**src/rtl/pxu_pkg.sv**
```systemverilog
package pxu_pkg;
  localparam int VA_W    = 24;
  localparam int PA_W    = 22;
  localparam int OFS_W   = 15;
  localparam int ENTRIES = 128;
  localparam int PID_W   = 4;
  localparam int RDATA_W = 16;
  localparam int FRAME_W = PA_W - OFS_W;
  localparam int VPN_W   = VA_W - OFS_W;
  localparam int IDX_W   = $clog2(ENTRIES);
  localparam int PTE_W   = PID_W + 3 + FRAME_W;

  typedef enum logic [1:0] {
    FC_USR_DATA = 2'b00,
    FC_USR_PROG = 2'b01,
    FC_SUP_DATA = 2'b10,
    FC_SUP_PROG = 2'b11
  } fc_t;

  // packed MSB first: tag, valid, lock, write-enable, frame
  typedef struct packed {
    logic [PID_W-1:0]   pid;
    logic               valid;
    logic               lock;
    logic               wen;
    logic [FRAME_W-1:0] frame;
  } pte_t;

  function automatic pte_t unpack_pte(input logic [RDATA_W-1:0] d);
    return d[PTE_W-1:0];
  endfunction

  function automatic logic [VPN_W-1:0] vpn_of(input logic [VA_W-1:0] va);
    return va[VA_W-1:OFS_W];
  endfunction

  function automatic logic vpn_in_table(input logic [VPN_W-1:0] vpn);
    return {1'b0, vpn} < (VPN_W+1)'(ENTRIES);
  endfunction

  function automatic logic [PA_W-1:0] join_pa(input logic [FRAME_W-1:0] frame,
                                              input logic [VA_W-1:0] va);
    return {frame, va[OFS_W-1:0]};
  endfunction

  function automatic logic is_super(input fc_t fc);
    return (fc == FC_SUP_DATA) || (fc == FC_SUP_PROG);
  endfunction

  function automatic logic cfg_write_ok(input logic wr, input fc_t fc);
    return wr && (fc == FC_SUP_DATA);
  endfunction
endpackage

```
**src/rtl/pxu_ctrl.sv**
```systemverilog
module pxu_ctrl
  import pxu_pkg::*;
(
  input  logic               clk,
  input  logic               rst_n,
  input  logic               wr_en,
  input  logic [RDATA_W-1:0] wr_data,
  output logic [PID_W-1:0]   cur_pid,
  output logic               bypass_en
);
  logic unused_hi;
  assign unused_hi = ^wr_data[RDATA_W-1:PID_W+1];

  always_ff @(posedge clk or negedge rst_n) begin
    if (!rst_n) begin
      cur_pid   <= '0;
      bypass_en <= 1'b0;
    end else if (wr_en) begin
      cur_pid   <= wr_data[PID_W-1:0];
      bypass_en <= wr_data[PID_W];
    end
  end
endmodule

```
**src/rtl/pxu_table.sv**
```systemverilog
module pxu_table
  import pxu_pkg::*;
(
  input  logic               clk,
  input  logic               rst_n,
  input  logic               wr_en,
  input  logic [IDX_W-1:0]   wr_idx,
  input  logic [RDATA_W-1:0] wr_data,
  input  logic [IDX_W-1:0]   rd_idx,
  output pte_t               rd_pte
);
  pte_t               ent_q [ENTRIES];
  logic [ENTRIES-1:0] ent_we;
  pte_t               wr_pte;
  logic               unused_hi;

  assign wr_pte    = unpack_pte(wr_data);
  assign unused_hi = ^wr_data[RDATA_W-1:PTE_W];

  for (genvar i = 0; i < ENTRIES; i++) begin : g_ent
    assign ent_we[i] = wr_en && (wr_idx == IDX_W'(i));

    always_ff @(posedge clk or negedge rst_n) begin
      if (!rst_n) ent_q[i] <= '0;
      else if (ent_we[i]) ent_q[i] <= wr_pte;
    end


    ent_hold_chk: assert property (@(posedge clk) disable iff (!rst_n)
      !ent_we[i] |=> $stable(ent_q[i]));
  end

  assign rd_pte = ent_q[rd_idx];
endmodule

```
**src/rtl/pxu_lookup.sv**
```systemverilog
module pxu_lookup
  import pxu_pkg::*;
(
  input  logic             clk,
  input  logic             rst_n,
  input  logic             cyc_valid,
  input  fc_t              cyc_fc,
  input  logic             cyc_write,
  input  logic [VA_W-1:0]  cyc_va,
  input  pte_t             pte,
  input  logic [PID_W-1:0] cur_pid,
  input  logic             bypass_en,
  output logic [PA_W-1:0]  phys_addr,
  output logic             bus_err
);
  logic [VPN_W-1:0] vpn;
  logic super_c, bypass_act, in_range, tag_ok, hit_ev, miss_ev, prot_ev;

  assign vpn        = vpn_of(cyc_va);
  assign super_c    = is_super(cyc_fc);
  assign bypass_act = bypass_en && super_c;
  assign in_range   = vpn_in_table(vpn);
  assign tag_ok     = pte.lock || (pte.pid == cur_pid);
  assign hit_ev     = in_range && pte.valid && tag_ok;
  assign miss_ev    = !bypass_act && !hit_ev;
  assign prot_ev    = !bypass_act && hit_ev && cyc_write && !pte.wen;

  assign bus_err   = cyc_valid && (miss_ev || prot_ev);
  assign phys_addr = bypass_act ? cyc_va[PA_W-1:0] : join_pa(pte.frame, cyc_va);


  bypass_clean_chk: assert property (@(posedge clk) disable iff (!rst_n)
    (cyc_valid && bypass_en && super_c) |->
      (!bus_err && phys_addr == cyc_va[PA_W-1:0]));


  ro_write_chk: assert property (@(posedge clk) disable iff (!rst_n)
    (cyc_valid && !bypass_act && in_range && pte.valid && tag_ok &&
     cyc_write && !pte.wen) |-> bus_err);


  range_fault_chk: assert property (@(posedge clk) disable iff (!rst_n)
    (cyc_valid && !bypass_act && !in_range) |-> bus_err);
endmodule

```
**src/rtl/page_xlate_unit.sv**
```systemverilog
module page_xlate_unit
  import pxu_pkg::*;
(
  input  logic               clk,
  input  logic               rst_n,
  input  logic               cyc_valid,
  input  logic [1:0]         cyc_fc,
  input  logic               cyc_write,
  input  logic [VA_W-1:0]    cyc_va,
  input  logic               reg_wr,
  input  logic               reg_sel,
  input  logic [IDX_W-1:0]   reg_idx,
  input  logic [RDATA_W-1:0] reg_data,
  output logic [PA_W-1:0]    phys_addr,
  output logic               bus_err
);
  fc_t              fc;
  logic             cfg_ok, tbl_wr, ctl_wr;
  logic [PID_W-1:0] cur_pid;
  logic             bypass_en;
  logic [VPN_W-1:0] vpn;
  pte_t             sel_pte;

  assign fc     = fc_t'(cyc_fc);
  assign cfg_ok = cfg_write_ok(reg_wr, fc);
  assign tbl_wr = cfg_ok && !reg_sel;
  assign ctl_wr = cfg_ok && reg_sel;
  assign vpn    = vpn_of(cyc_va);

  pxu_ctrl i_ctrl (
    .clk(clk), .rst_n(rst_n), .wr_en(ctl_wr), .wr_data(reg_data),
    .cur_pid(cur_pid), .bypass_en(bypass_en)
  );

  pxu_table i_table (
    .clk(clk), .rst_n(rst_n), .wr_en(tbl_wr), .wr_idx(reg_idx),
    .wr_data(reg_data), .rd_idx(vpn[IDX_W-1:0]), .rd_pte(sel_pte)
  );

  pxu_lookup i_lookup (
    .clk(clk), .rst_n(rst_n), .cyc_valid(cyc_valid), .cyc_fc(fc),
    .cyc_write(cyc_write), .cyc_va(cyc_va), .pte(sel_pte),
    .cur_pid(cur_pid), .bypass_en(bypass_en),
    .phys_addr(phys_addr), .bus_err(bus_err)
  );


  ofs_pass_chk: assert property (@(posedge clk) disable iff (!rst_n)
    cyc_valid |-> phys_addr[OFS_W-1:0] == cyc_va[OFS_W-1:0]);


  idle_quiet_chk: assert property (@(posedge clk) disable iff (!rst_n)
    !cyc_valid |-> !bus_err);


  ctrl_guard_chk: assert property (@(posedge clk) disable iff (!rst_n)
    (reg_wr && fc != FC_SUP_DATA) |=> ($stable(cur_pid) && $stable(bypass_en)));
endmodule

```
**config.mk**
```make
export PLATFORM = sky130hd
export DESIGN_NAME = page_xlate_unit
export DESIGN_NICKNAME = d
export VERILOG_FILES = /design/src/rtl/pxu_pkg.sv /design/src/rtl/pxu_ctrl.sv /design/src/rtl/pxu_table.sv /design/src/rtl/pxu_lookup.sv /design/src/rtl/page_xlate_unit.sv
export SDC_FILE = /design/constraint.sdc
export NUM_CORES = 2
export LEC_CHECK = 0
export BUFFER_PORTS_ARGS = -buffer_cell sky130_fd_sc_hd__buf_2
export CAP_MARGIN = 15
export CORE_MARGIN = 2
export CORE_UTILIZATION = 40
export DETAILED_ROUTE_END_ITERATION = 12
export GPL_ROUTABILITY_DRIVEN = 0
export SLEW_MARGIN = 5
export SYNTH_ARGS = -nofsm -noshare
export SYNTH_HDL_FRONTEND = slang
export SYNTH_HIERARCHICAL = 1
export SYNTH_SLANG_ARGS = --single-unit
```
**constraint.sdc**
```tcl
create_clock -name clk -period 5.8 [get_ports clk]
set_input_delay 1.16 -clock clk [delete_from_list [all_inputs] [get_ports clk]]
set_output_delay 1.16 -clock clk [all_outputs]
set_load 0.02 [all_outputs]
```
## Word level (Yosys, flattened, before mapping)

Cells that the tools add are included.

- Mux-type cells: 4
- Order comparisons: 2
- Bitwise gates (word level): 1
- Equal/unequal tests: 130
- Reductions and logical operators: 147

Operators with widths:

| kind | count |
|---|---|
| $eq 7x7->1 const B | 64 |
| $eq 7x6->1 const B | 32 |
| $logic_and 1x1->1 | 139 |
| $eq 7x5->1 const B | 16 |
| $bmux 14 s7 | 1 |
| $eq 7x4->1 const B | 8 |
| $eq 7x3->1 const B | 4 |
| $mux 14 | 2 |
| $mux 22 | 1 |
| $eq 7x2->1 const B | 2 |
| $lt 9x8->1 const B | 1 |
| $ge 8x8->1 const B | 1 |
| $not 7->8 | 1 |
| $eq 7x1->1 const B | 1 |
| $logic_not 7->1 | 1 |
| $eq 2x2->1 const B | 2 |
| $eq 4x4->1 | 1 |
| $logic_not 1->1 | 4 |
| $logic_or 1x1->1 | 3 |

- Flip-flop bits (word level): 1797
- Output and inout port bits: 23
- Input bits: 55

## Logic depth before layout (Yosys ltp)

- Word-level depth: 12
- Depth in mapped cells: 10
- Gate-level depth less buffers: 7

## Cells and area by module

The synthesis kept the hierarchy.

Modules (own cells, without submodules):

| module | area each (µm²) | seq. area each (µm²) | instances | cells an instance |
|---|---|---|---|---|
| pxu_table | 81025.2 | 44843.0 | 1 | 4826 |
| pxu_lookup | 266.5 | 0.0 | 1 | 32 |
| pxu_ctrl | 181.4 | 125.1 | 1 | 10 |
| page_xlate_unit | 23.8 | 0.0 | 1 | 2 |

## Worst setup path before layout

OpenSTA, ideal clock, no wires.

- Path kind: in2out
- Start point: input cyc_va[17]
- End point: output bus_err
- Stages on the path: 10
- Path slack: 357 ps
- Buffers on the path: 3
- Arrival time: 4283 ps
- Cells stage by stage: clkbuf_1 -> clkbuf_1 -> buf_1 -> mux4_2 -> mux4_2 -> mux4_2 -> mux2_2 -> xnor2_1 -> a41o_1 -> a21oi_1

RTL lines:

| what | RTL line | RTL |
|---|---|---|
| start, declared | page_xlate_unit.sv:9 | `input logic [VA_W-1:0] cyc_va,` |
| end, declared | page_xlate_unit.sv:15 | `output logic bus_err` |

==> results.md <==
- Clock Sinks: 1,797
- Clock Tree Buf Depth: 3
- Die width: 455 um
- Remaining antenna violation count after routing: 0
- Final wirelength: 211 mm
- TritonCTS clock tree: built
- Yosys Warn Count: 6
- Seq/Total Area, Yosys: 55.2%
- Slew margin rel.: 29.0%
- CP Class: in -> out
- Fin. Hold Viols: 0
- Worst Path Max Fanout: 11
- # setup viols final: 0
- Total power: 26,600 uW
- Async SR Flop Fraction: 100%
- Net count after synthesis: 4,925
- FILL cells: 17,400
- Synth Register Bits: 1,797
- Initial antenna violation count: 21
- Clock Latency Late Sink: 840 ps
- Post-synthesis mux area share: 41.4%
- Worst Hold Class: in -> async
- Total number of vias: 43,600
- XOR/XNOR Fraction of Synth Area: 0.0430%
- CTS H-tree lvls: 4
- Synth Instances: 4,870
- Synth Area per Inst: 16.7 um^2
- Via density per instance: 5.62
- CTS clk-pin slew, worst paths: 60 ps
- Reg2reg end: i_table/ent_q[1063]
- Slew Limit Fails: 0
- GRT Residual Overflow: 0
- Cell taking the most area after synthesis: dfrtp_1
- Drt first pass iters: 5
- Synth area leaders: dfrtp_1 55%, mux2_2 25%, mux4_2 16%
- Num CTS Buffers: 190
- Pwr Density: 288 nW/um^2
- Fin crit share: 99.3%
- Largest family of logic cells by synthesized area: multiplexers
- Synth Area in Adders: 0%
- Final HPWL DP: 134 mm
- Row count: 165
- Die ar.: 207,000 um^2
- GRT Util Overall: 20.8%
- Synth cell types: 28
- Synthesized cell area: 81,500 um^2
- Clk_skew: 0 ps
- Root Buffer: clkbuf_16
- R2R depth: 1
- Least-Margin Pin Slew: 1070 ps
- Nets: 4,970
- R2R setup slack: 5020 ps
- Critical path launch point type: input port
- Max-cap violation count: 0
- DRT iter0 DRCs: 2,878
- Initial Util: 40.3%
- Post-synth top area share: 55.2%
- I/O Buffers: 45
- Prevailing post-synth register cell: dfrtp_1
- Setup TNS: 0 ps
- Worst EP arrival: 4600 ps
- Area Growth Syn to Fin: 13.5%
- Status: finished, final reports clean
- Largest net degree at the start of global routing: 143
- Minimum clock period: 5760 ps
- Vias in the first global route: 46,500
- Simple-Gate Fraction of Synth Area: 0.955%
- Ports: 78
- LEAKAGE: 0.0442 uW
- Area fraction in compound gates after synthesis: 0.0184%
- Post-synth EDFFs: 0
- Critical Path Sink Type: primary output
- CP required: 4640 ps
- Core ar.: 202,000 um^2
- DR DRC count: 0
- Post-CTS Setup Repair Bufs: 0
- Drt wl/cell: 27.2 um
- Final core utilization: 45.7%
- Die H: 455 um
- Layout cells sized above 1: 60.2%
- Maximum vdd ir drop: 313 uV
- Global-route wire length before repair: 319 mm
- R2R Path Start: i_table/ent_q[1063]
- FMAX: 174 MHz
- Hold-fix buffers at CTS: 0
- RSZ-0062 raised after global routing: false
-- worst max-delay path, stage by stage --
cell and delay (ps):
buf_16 210, buf_12 190, buf_4 230, buf_4 160, mux4_2 550, mux4_2 580
mux4_2 650, mux2_2 360, mux2_2 290, buf_2 160
-- kinds of logic after synthesis --
group	Yosys count
mux	2406
flops	1797
xor+xnor	4
buf+inv	486
simple gates	175
compound gates	2
-- layer usage --
metal  wire length [um]  global-route usage, %  vias to the layer above
met3               7720                   3.02                      291
met2             101000                   33.5                      698
li1                   -                      -                    18300
met4               6270                   6.04                        6
met5                 39                      0                        -
met1              95800                   29.3                    24300
-- power breakdown --
group	internal (uW)	switching [uW]	total, uW
Clock	7130	5220	12300
Combinational	555	916	1470
Sequential	12700	91.5	12800
-- what timing repair did --
item	in CTS	in global routing
endpoints found under the hold margin	0	0
resized for setup	1	2
endpoints found under the setup margin	5	1
-- synthesized netlist by cell type (3+ instances only) --
cell,instances
and3b_1,4
mux4_2,588
nand2_1,58
xnor2_1,4
nor3b_1,6
buf_2,33
buf_4,28
nand3_1,4
dfrtp_1,1797
mux2_2,1818
clkbuf_1,375
nor2b_1,4
or3b_2,3
nor2_1,82
buf_1,48
-- worst max path at each step --
| stage | slack [ps] | cells after the start | startpoint | endpoint |
|---|---|---|---|---|
| 2_1_floorplan | 360 | 10 | cyc_va[17] | bus_err |
| 3_3_place_gp | -100 | 10 | cyc_va[15] | bus_err |
| 3_5_place_dp | -50 | 10 | cyc_va[15] | bus_err |
| 4_1_cts | 10 | 11 | cyc_va[15] | bus_err |
| 5_1_grt | 2 | 11 | cyc_va[15] | bus_err |
| 6_report | 40 | 10 | cyc_va[15] | phys_addr[15] |
-- layout by cell type, fill, tap and decap left out, types with 8 or more instances in the layout --
cell type / n
buf_12: 49
buf_2: 26
buf_4: 259
bufinv_16: 9
clkbuf_1: 56
clkbuf_16: 190
clkbuf_8: 50
clkinv_16: 8
clkinv_2: 28
dfrtp_1: 1797
diode_2: 10
mux2_2: 1818
mux4_2: 588
nand2_1: 58
nor2_1: 80
-- area by class of cell --
cell class	count	area [um^2]	area share, %
flip-flops and latches	1797	45000	48.6
multi-input cells	2587	34600	37.4
repair buffers	339	3130	3.39
diodes	10	25.0	0.0271
clock inverters	53	777	0.840
clock buffers	295	5640	6.10
well taps	2672	3340	3.62
-- registers in the layout, indices dropped and copies added (netlist names) --
name              count
i_table/ent_q      1792
i_ctrl/cur_pid        4
i_ctrl/bypass_en      1
-- metrics by stage --
stage | hold WS, ps | worst slack (ps) | area, um^2 | std cells
after floorplan | 474 | 357 | 81500 | 4870
after global placement | 481 | -101 | 86000 | 7395
after detailed placement | 487 | -49.8 | 86000 | 7395
after CTS | 323 | 11.5 | 92400 | 7743
after global routing | 344 | 1.98 | 92400 | 7747
final | 302 | 40.8 | 92500 | 7753
(Power assumes the default switching activity.)
